## src/rtl/rtc_pkg.sv

```systemverilog
package rtc_pkg;

    typedef enum logic [1:0] {
        S_IDLE,
        S_LEAD,
        S_STEP,
        S_END
    } seq_state_t;

    localparam int ADDR_W = 4;

    localparam logic [ADDR_W-1:0] A_SEC  = 4'd0;
    localparam logic [ADDR_W-1:0] A_MIN  = 4'd1;
    localparam logic [ADDR_W-1:0] A_HOUR = 4'd2;
    localparam logic [ADDR_W-1:0] A_ALM  = 4'd3;
    localparam logic [ADDR_W-1:0] A_DOW  = 4'd4;
    localparam logic [ADDR_W-1:0] A_DOM  = 4'd5;
    localparam logic [ADDR_W-1:0] A_MON  = 4'd6;
    localparam logic [ADDR_W-1:0] A_YEAR = 4'd7;
    localparam logic [ADDR_W-1:0] A_STAT = 4'd8;
    localparam logic [ADDR_W-1:0] A_CTRL = 4'd9;
    localparam logic [ADDR_W-1:0] A_FLAG = 4'd10;

    localparam logic [6:0] STAT_FIXED = 7'h20;

    // host byte -> binary value
    function automatic logic [6:0] code_in(input logic [7:0] b, input logic bin);
        if (bin)
            return b[6:0];
        return 7'(7'(b[7:4]) * 7'd10 + 7'(b[3:0]));
    endfunction

    // binary value -> host byte
    function automatic logic [7:0] code_out(input logic [6:0] v, input logic bin);
        if (bin)
            return {1'b0, v};
        return (8'(v / 7'd10) << 4) | 8'(v % 7'd10);
    endfunction

    function automatic logic [7:0] hour_out(input logic [4:0] h, input logic h24, input logic bin);
        logic [4:0] h12;
        logic [7:0] e;
        if (h24)
            return code_out(7'(h), bin);
        if (h == 5'd0)
            h12 = 5'd12;
        else if (h > 5'd12)
            h12 = h - 5'd12;
        else
            h12 = h;
        e = code_out(7'(h12), bin);
        return (e & 8'h3F) | {(h >= 5'd12), 7'b0};
    endfunction

    function automatic logic [4:0] hour_in(input logic [7:0] b, input logic h24, input logic bin);
        logic [6:0] v;
        v = code_in({2'b00, b[5:0]}, bin);
        if (h24)
            return v[4:0];
        if (v == 7'd12)
            v = 7'd0;
        return 5'(v) + (b[7] ? 5'd12 : 5'd0);
    endfunction

    function automatic logic [4:0] month_len(input logic [3:0] m, input logic leap);
        case (m)
            4'd2:                     return leap ? 5'd29 : 5'd28;
            4'd4, 4'd6, 4'd9, 4'd11:  return 5'd30;
            default:                  return 5'd31;
        endcase
    endfunction

endpackage

```

## src/rtl/rtc_seq_fsm.sv

```systemverilog
module rtc_seq_fsm
    import rtc_pkg::*;
#(
    parameter int LEAD_CYC = 4
) (
    input  logic clk,
    input  logic rst_n,
    input  logic tick,
    output logic uip,
    output logic step,
    output logic done
);

    localparam int CW = $clog2(LEAD_CYC + 1);

    seq_state_t      st, st_nx;
    logic [CW-1:0]   lead_cnt;

    // state register
    always_ff @(posedge clk or negedge rst_n) begin
        if (!rst_n) begin
            st       <= S_IDLE;
            lead_cnt <= '0;
        end else begin
            st       <= st_nx;
            lead_cnt <= (st == S_LEAD) ? lead_cnt + 1'b1 : '0;
        end
    end

    // transitions
    always_comb begin
        st_nx = st;
        unique case (st)
            S_IDLE: if (tick) st_nx = S_LEAD;
            S_LEAD: if (lead_cnt == CW'(LEAD_CYC - 1)) st_nx = S_STEP;
            S_STEP: st_nx = S_END;
            S_END:  st_nx = S_IDLE;
        endcase
    end

    // outputs
    always_comb begin
        uip  = 1'b1;
        step = 1'b0;
        done = 1'b0;
        unique case (st)
            S_IDLE: uip  = 1'b0;
            S_LEAD: ;
            S_STEP: step = 1'b1;
            S_END:  done = 1'b1;
        endcase
    end

endmodule

```

## src/rtl/rtc_time_core.sv

```systemverilog
module rtc_time_core
    import rtc_pkg::*;
(
    input  logic              clk,
    input  logic              rst_n,
    input  logic              step,
    input  logic              wr_en,
    input  logic [ADDR_W-1:0] waddr,
    input  logic [7:0]        wdata,
    input  logic              h24,
    input  logic              bin,
    output logic [5:0]        sec_q,
    output logic [5:0]        min_q,
    output logic [4:0]        hour_q,
    output logic [4:0]        alm_q,
    output logic [2:0]        dow_q,
    output logic [4:0]        dom_q,
    output logic [3:0]        mon_q,
    output logic [6:0]        year_q
);

    logic [5:0] n_sec, n_min;
    logic [4:0] n_hour, n_dom;
    logic [2:0] n_dow;
    logic [3:0] n_mon;
    logic [6:0] n_year;
    logic       c_min, c_hour, c_day, c_mon, c_year;

    always_comb begin
        c_min  = (sec_q >= 6'd59);
        c_hour = c_min && (min_q >= 6'd59);
        c_day  = c_hour && (hour_q >= 5'd23);
        c_mon  = c_day && (dom_q >= month_len(mon_q, year_q[1:0] == 2'd0));
        c_year = c_mon && (mon_q >= 4'd12);

        n_sec  = c_min  ? 6'd0 : sec_q + 6'd1;
        n_min  = min_q;
        n_hour = hour_q;
        n_dow  = dow_q;
        n_dom  = dom_q;
        n_mon  = mon_q;
        n_year = year_q;
        if (c_min)  n_min  = (min_q >= 6'd59) ? 6'd0 : min_q + 6'd1;
        if (c_hour) n_hour = (hour_q >= 5'd23) ? 5'd0 : hour_q + 5'd1;
        if (c_day) begin
            n_dow = (dow_q >= 3'd7 || dow_q == 3'd0) ? 3'd1 : dow_q + 3'd1;
            n_dom = c_mon ? 5'd1 : dom_q + 5'd1;
        end
        if (c_mon)  n_mon  = c_year ? 4'd1 : mon_q + 4'd1;
        if (c_year) n_year = (year_q >= 7'd99) ? 7'd0 : year_q + 7'd1;
    end

    always_ff @(posedge clk or negedge rst_n) begin
        if (!rst_n) begin
            sec_q  <= '0;
            min_q  <= '0;
            hour_q <= '0;
            alm_q  <= '0;
            dow_q  <= 3'd1;
            dom_q  <= 5'd1;
            mon_q  <= 4'd1;
            year_q <= '0;
        end else begin
            if (step) begin
                sec_q  <= n_sec;
                min_q  <= n_min;
                hour_q <= n_hour;
                dow_q  <= n_dow;
                dom_q  <= n_dom;
                mon_q  <= n_mon;
                year_q <= n_year;
            end
            // a host write in the same cycle wins over the step
            if (wr_en) begin
                case (waddr)
                    A_SEC:  sec_q  <= 6'(code_in({1'b0, wdata[6:0]}, bin));
                    A_MIN:  min_q  <= 6'(code_in({1'b0, wdata[6:0]}, bin));
                    A_HOUR: hour_q <= hour_in(wdata, h24, bin);
                    A_ALM:  alm_q  <= hour_in(wdata, h24, bin);
                    A_DOW:  dow_q  <= wdata[2:0];
                    A_DOM:  dom_q  <= 5'(code_in({2'b00, wdata[5:0]}, bin));
                    A_MON:  mon_q  <= 4'(code_in({3'b000, wdata[4:0]}, bin));
                    A_YEAR: year_q <= code_in(wdata, bin);
                    default: ;
                endcase
            end
        end
    end

endmodule

```

## src/rtl/rtc_regs.sv

```systemverilog
module rtc_regs
    import rtc_pkg::*;
(
    input  logic              clk,
    input  logic              rst_n,
    input  logic              sel,
    input  logic              wr,
    input  logic [ADDR_W-1:0] addr,
    input  logic [2:0]        ctl_wbits,   // {enable, binary, 24h}
    input  logic              done,
    input  logic              alarm_hit,
    input  logic              uip,
    input  logic [5:0]        sec_q,
    input  logic [5:0]        min_q,
    input  logic [4:0]        hour_q,
    input  logic [4:0]        alm_q,
    input  logic [2:0]        dow_q,
    input  logic [4:0]        dom_q,
    input  logic [3:0]        mon_q,
    input  logic [6:0]        year_q,
    output logic [7:0]        rdata,
    output logic              h24,
    output logic              bin,
    output logic              uie,
    output logic              uf,
    output logic              af,
    output logic              rd_flags,
    output logic              irq
);

    assign rd_flags = sel && !wr && (addr == A_FLAG);
    assign irq      = uf && uie;

    always_ff @(posedge clk or negedge rst_n) begin
        if (!rst_n) begin
            h24 <= 1'b1;
            bin <= 1'b0;
            uie <= 1'b0;
            uf  <= 1'b0;
            af  <= 1'b0;
        end else begin
            if (sel && wr && addr == A_CTRL) begin
                uie <= ctl_wbits[2];
                bin <= ctl_wbits[1];
                h24 <= ctl_wbits[0];
            end
            if (rd_flags) begin
                uf <= 1'b0;
                af <= 1'b0;
            end
            if (done) begin
                uf <= 1'b1;
                if (alarm_hit)
                    af <= 1'b1;
            end
        end
    end

    always_comb begin
        case (addr)
            A_SEC:   rdata = code_out(7'(sec_q), bin);
            A_MIN:   rdata = code_out(7'(min_q), bin);
            A_HOUR:  rdata = hour_out(hour_q, h24, bin);
            A_ALM:   rdata = hour_out(alm_q, h24, bin);
            A_DOW:   rdata = {5'b0, dow_q};
            A_DOM:   rdata = code_out(7'(dom_q), bin);
            A_MON:   rdata = code_out(7'(mon_q), bin) & 8'h1F;
            A_YEAR:  rdata = code_out(year_q, bin);
            A_STAT:  rdata = {uip, STAT_FIXED};
            A_CTRL:  rdata = {3'b000, uie, 1'b0, bin, h24, 1'b0};
            A_FLAG:  rdata = {irq, 1'b0, af, uf, 4'b0000};
            default: rdata = 8'h00;
        endcase
    end

endmodule

```

## src/rtl/rtc_calendar.sv

```systemverilog
module rtc_calendar
    import rtc_pkg::*;
#(
    parameter int LEAD_CYC = 4
) (
    input  logic              clk,
    input  logic              rst_n,
    input  logic              tick,
    input  logic              bus_sel,
    input  logic              bus_wr,
    input  logic [ADDR_W-1:0] bus_addr,
    input  logic [7:0]        bus_wdata,
    output logic [7:0]        bus_rdata,
    output logic              irq
);

    logic       uip, step, done;
    logic       h24, bin, uie, uf, af, rd_flags;
    logic       host_wr;
    logic [5:0] sec_q, min_q;
    logic [4:0] hour_q, alm_q, dom_q;
    logic [2:0] dow_q;
    logic [3:0] mon_q;
    logic [6:0] year_q;

    assign host_wr = bus_sel && bus_wr;

    rtc_seq_fsm #(.LEAD_CYC(LEAD_CYC)) u_seq (
        .clk   (clk),
        .rst_n (rst_n),
        .tick  (tick),
        .uip   (uip),
        .step  (step),
        .done  (done)
    );

    rtc_time_core u_core (
        .clk    (clk),
        .rst_n  (rst_n),
        .step   (step),
        .wr_en  (host_wr),
        .waddr  (bus_addr),
        .wdata  (bus_wdata),
        .h24    (h24),
        .bin    (bin),
        .sec_q  (sec_q),
        .min_q  (min_q),
        .hour_q (hour_q),
        .alm_q  (alm_q),
        .dow_q  (dow_q),
        .dom_q  (dom_q),
        .mon_q  (mon_q),
        .year_q (year_q)
    );

    rtc_regs u_regs (
        .clk       (clk),
        .rst_n     (rst_n),
        .sel       (bus_sel),
        .wr        (bus_wr),
        .addr      (bus_addr),
        .ctl_wbits ({bus_wdata[4], bus_wdata[2], bus_wdata[1]}),
        .done      (done),
        .alarm_hit (alm_q == hour_q),
        .uip       (uip),
        .sec_q     (sec_q),
        .min_q     (min_q),
        .hour_q    (hour_q),
        .alm_q     (alm_q),
        .dow_q     (dow_q),
        .dom_q     (dom_q),
        .mon_q     (mon_q),
        .year_q    (year_q),
        .rdata     (bus_rdata),
        .h24       (h24),
        .bin       (bin),
        .uie       (uie),
        .uf        (uf),
        .af        (af),
        .rd_flags  (rd_flags),
        .irq       (irq)
    );

endmodule

```

## config.mk

```make
export PLATFORM = sky130hd
export DESIGN_NAME = rtc_calendar
export DESIGN_NICKNAME = d
export VERILOG_FILES = /design/src/rtl/rtc_pkg.sv /design/src/rtl/rtc_seq_fsm.sv /design/src/rtl/rtc_time_core.sv /design/src/rtl/rtc_regs.sv /design/src/rtl/rtc_calendar.sv
export SDC_FILE = /design/constraint.sdc
export NUM_CORES = 1
export LEC_CHECK = 0
export CAP_MARGIN = 0
export CORE_MARGIN = 2
export CORE_UTILIZATION = 45
export CTS_CLUSTER_SIZE = 24
export DETAILED_ROUTE_END_ITERATION = 10
export DONT_BUFFER_PORTS = 1
export PLACE_DENSITY = 0.71
export SETUP_SLACK_MARGIN = 0.2
export SLEW_MARGIN = 20
export SYNTH_ARGS = -nofsm -noshare
export SYNTH_HDL_FRONTEND = slang
export SYNTH_HIERARCHICAL = 1
export SYNTH_SLANG_ARGS = --single-unit
```

## constraint.sdc

```tcl
create_clock -name clk -period 5 [get_ports clk]
set_input_delay 1 -clock clk [delete_from_list [all_inputs] [get_ports clk]]
set_output_delay 1 -clock clk [all_outputs]
set_load 0.02 [all_outputs]
```

==> results.toml <==
[clock_tree]
cts_made_buffers = 5
cts_max_level = 2
cts.clk_slew.worst_paths_ns = 0.07
cts_max_path_buffers = 2
postCtsSetupBuffers = 0
clock_latency_ns = 0.30
cts_hold_buf = 0
cts_tree = "done"
cts_sinks = 51
cts_root_buf = "clkbuf_16"

[power_and_ir_drop]
power_density_nw_per_um2 = 471.8
p_leak_nw = 2.991
clkPwrFrac_pct = 11.0
seq_power_share_pct = 26.5
switchingPower_w = 0.001870
switching_share_pct = 52.25
p_int_w = 0.001710
combPwrFrac_pct = 62.5
ir_drop_mv = 0.1671

[status]
status = "complete, no violations"

[routing]
finalWirelength_mm = 22.05
wire_per_inst_um = 19.04
vias = 7626
routed_via_density = 6.585
drc_errors = 0
drtIter0Drc = 840
firstDrtPassIters = 5
final_antenna_net_count = 0

[synth]
yosysWarnings = 6
synthCells = 986
synthesis.area_sq_um = 7346
syn_nets = 1063
avgSynthCellArea_sq_um = 7.450

[global_route]
grt_max_degree = 52
antenna_found_initial = 0
grt_usage_pct = 24.66
grt_pass1_vias = 6863
grt_pass1_wl_mm = 35.69
grt_overflow = 0

[layout]
layout-drive-gt1-share_pct = 7.537
nFillCells = 1592
syn2layout_area_growth_pct = 3.287
multiInputGateArea_sq_um = 5599
antenna_cells = 0
nets = 1018
seqCellArea_sq_um = 1285
final_core_util_pct = 47.59

[sta]
setup_slack_ns = 0.4052
finalHoldViolCount = 0
worstMarginPinSlew_ns = 1.032
setup_viol = 0
period_needed_ns = 4.595
rsz0062_at_grt = "no"
period_share_pct = 91.90
timing.fmax_mhz = 217.6
slew_headroom_pct = 29.20
fin_tns_setup_ns = 0
finalClockSkew_ns = 0.007073
drv_slew = 0

[worst_setup_path]
slowest_delay_ns = 0.64
crit_arrival_ns = 3.59
cpMaxStageDelayCell = "or4b_1"
r2r_start = "u_regs/bin$_DFFE_PN0P_"
cp_top_family = "simple AND/OR/NAND/NOR gates"
reg2reg_slack_ns = 1.82
r2r-end = "u_core/hour_q[3]$_DFF_PN0_"
cpMostUsedCell = "ha_1"
crit_type = "reg2out"
crit_path_max_fanout = 12
startpoint_type = "register"
end_kind = "primary output"
cp_num_buf_inv = 0
crit_required_ns = 4.00
cp_cell_sequence = "ha_1 -> or3b_2 -> a31oi_1 -> a21oi_1 -> ha_1 -> o221ai_1 -> a211o_1 -> or4b_1"
rr_worst_depth = 10

[floorplan]
core_area_sq_um = 15940
die_x_um = 131.8
rows = 46
start_util_pct = 46.08
die_h_um = 131.8
io_pins = 26
dieArea_sq_um = 17360

[placed_design]
gp_congestion = 0.9170
dp_hpwl_mm = 16.30
place_ws_ns = 0.6440
port_buffers = 0

[job]
drv_cap = 0

[hold_path]
hp-class = "in2async"
## metal layers
layer,global-route usage [%],up-vias,routed length (um)
met4,9.179,0,797
met5,0,-,0
met2,39.70,387,10010
met1,33.99,3543,9493
met3,2.999,66,1755
li1,-,3630,-
## cell type report
type,instances,share of cell area (%)
Timing Repair Buffer,11,1.088
Inverter,50,2.474
Multi-Input combinational cell,822,73.80
Tap cell,216,3.562
Clock inverter,1,0.3958
Clock buffer,7,1.748
Sequential cell,51,16.94
## worst register-to-register path: cells and delay by family, from the launching register on
family | cells | cell delay (ns)
flip-flops | 1 | 0.59
AND/OR/NAND/NOR | 3 | 0.48
buffers and inverters | 1 | 0.04
AO/OA/AOI/OAI | 3 | 1.09
multiplexers | 1 | 0.21
adder cells (fa/ha/maj) | 2 | 0.60
## repair_timing
action                                  in CTS  in global routing
endpoints found under the setup margin       0                  3
endpoints found under the hold margin        0                  0
gates resized for setup                      0                  2
## registers in the layout, indices dropped and copies added (netlist names)
name,count
u_regs/uf,1
u_regs/h24,1
u_core/mon_q,4
u_core/dom_q,5
u_seq/lead_cnt,3
u_core/sec_q,6
u_regs/af,1
u_core/year_q,7
u_seq/st,2
u_core/dow_q,3
u_core/min_q,6
u_regs/uie,1
u_core/hour_q,5
u_core/alm_q,5
u_regs/bin,1
## cell usage in the layout (no fill, tap or decap), types with 10 or more instances in the layout
| master | n |
|---|---|
| nor3_1 | 25 |
| a21o_1 | 13 |
| a22oi_1 | 10 |
| nand2_1 | 91 |
| nor2b_1 | 25 |
| inv_1 | 48 |
| dfrtp_1 | 44 |
| nand2b_1 | 20 |
| and3_1 | 13 |
| o211ai_1 | 17 |
| mux2i_1 | 18 |
| o21a_1 | 11 |
| or4_1 | 10 |
| o21ai_0 | 81 |
| ha_1 | 57 |
| o31a_1 | 10 |
| a31oi_1 | 24 |
| nor4_1 | 10 |
| nand3_1 | 36 |
| buf_4 | 11 |
| xnor2_1 | 12 |
| o31ai_1 | 11 |
| nand3b_1 | 12 |
| nor2_1 | 61 |
| a21oi_1 | 58 |
| a211oi_1 | 12 |
## power by group through the flow
| stage | clock [W] | combinational [W] | sequential, W |
|---|---|---|---|
| after floorplan | 0 | 0.00190 | 0.000717 |
| after CTS | 0.000399 | 0.00219 | 0.000938 |
| after detailed placement | 0 | 0.00217 | 0.000946 |
| final | 0.000392 | 0.00224 | 0.000950 |
| after global placement | 0 | 0.00215 | 0.000940 |
| after global routing | 0.000417 | 0.00248 | 0.000988 |
## worst max path at each step
stage                     depth (start not counted)      endpoint  slack, ns                       start
after floorplan                                  11  bus_rdata[2]       0.94  u_core/hour_q[3]$_DFF_PN0_
after global routing                              9  bus_rdata[1]       0.21   u_core/min_q[3]$_DFF_PN0_
after CTS                                         8  bus_rdata[2]       0.31  u_core/hour_q[2]$_DFF_PN0_
final                                             8  bus_rdata[2]       0.41  u_core/hour_q[3]$_DFF_PN0_
after detailed placement                          8  bus_rdata[2]       0.64  u_core/hour_q[2]$_DFF_PN0_
after global placement                            8  bus_rdata[2]       0.73  u_core/hour_q[2]$_DFF_PN0_
## metrics by stage
stage	total power, W	cells	cell area (sq um)	hold slack (ns)
CTS	0.003526	1158	7585	0.3904
global route	0.003885	1158	7587	0.3840
floorplan	0.002613	986	7346	0.4091
global placement	0.003091	1150	7422	0.4259
finish	0.003580	1158	7587	0.3948
detailed placement	0.003120	1150	7422	0.4357
No activity file was read; power rests on OpenSTA's default activity.
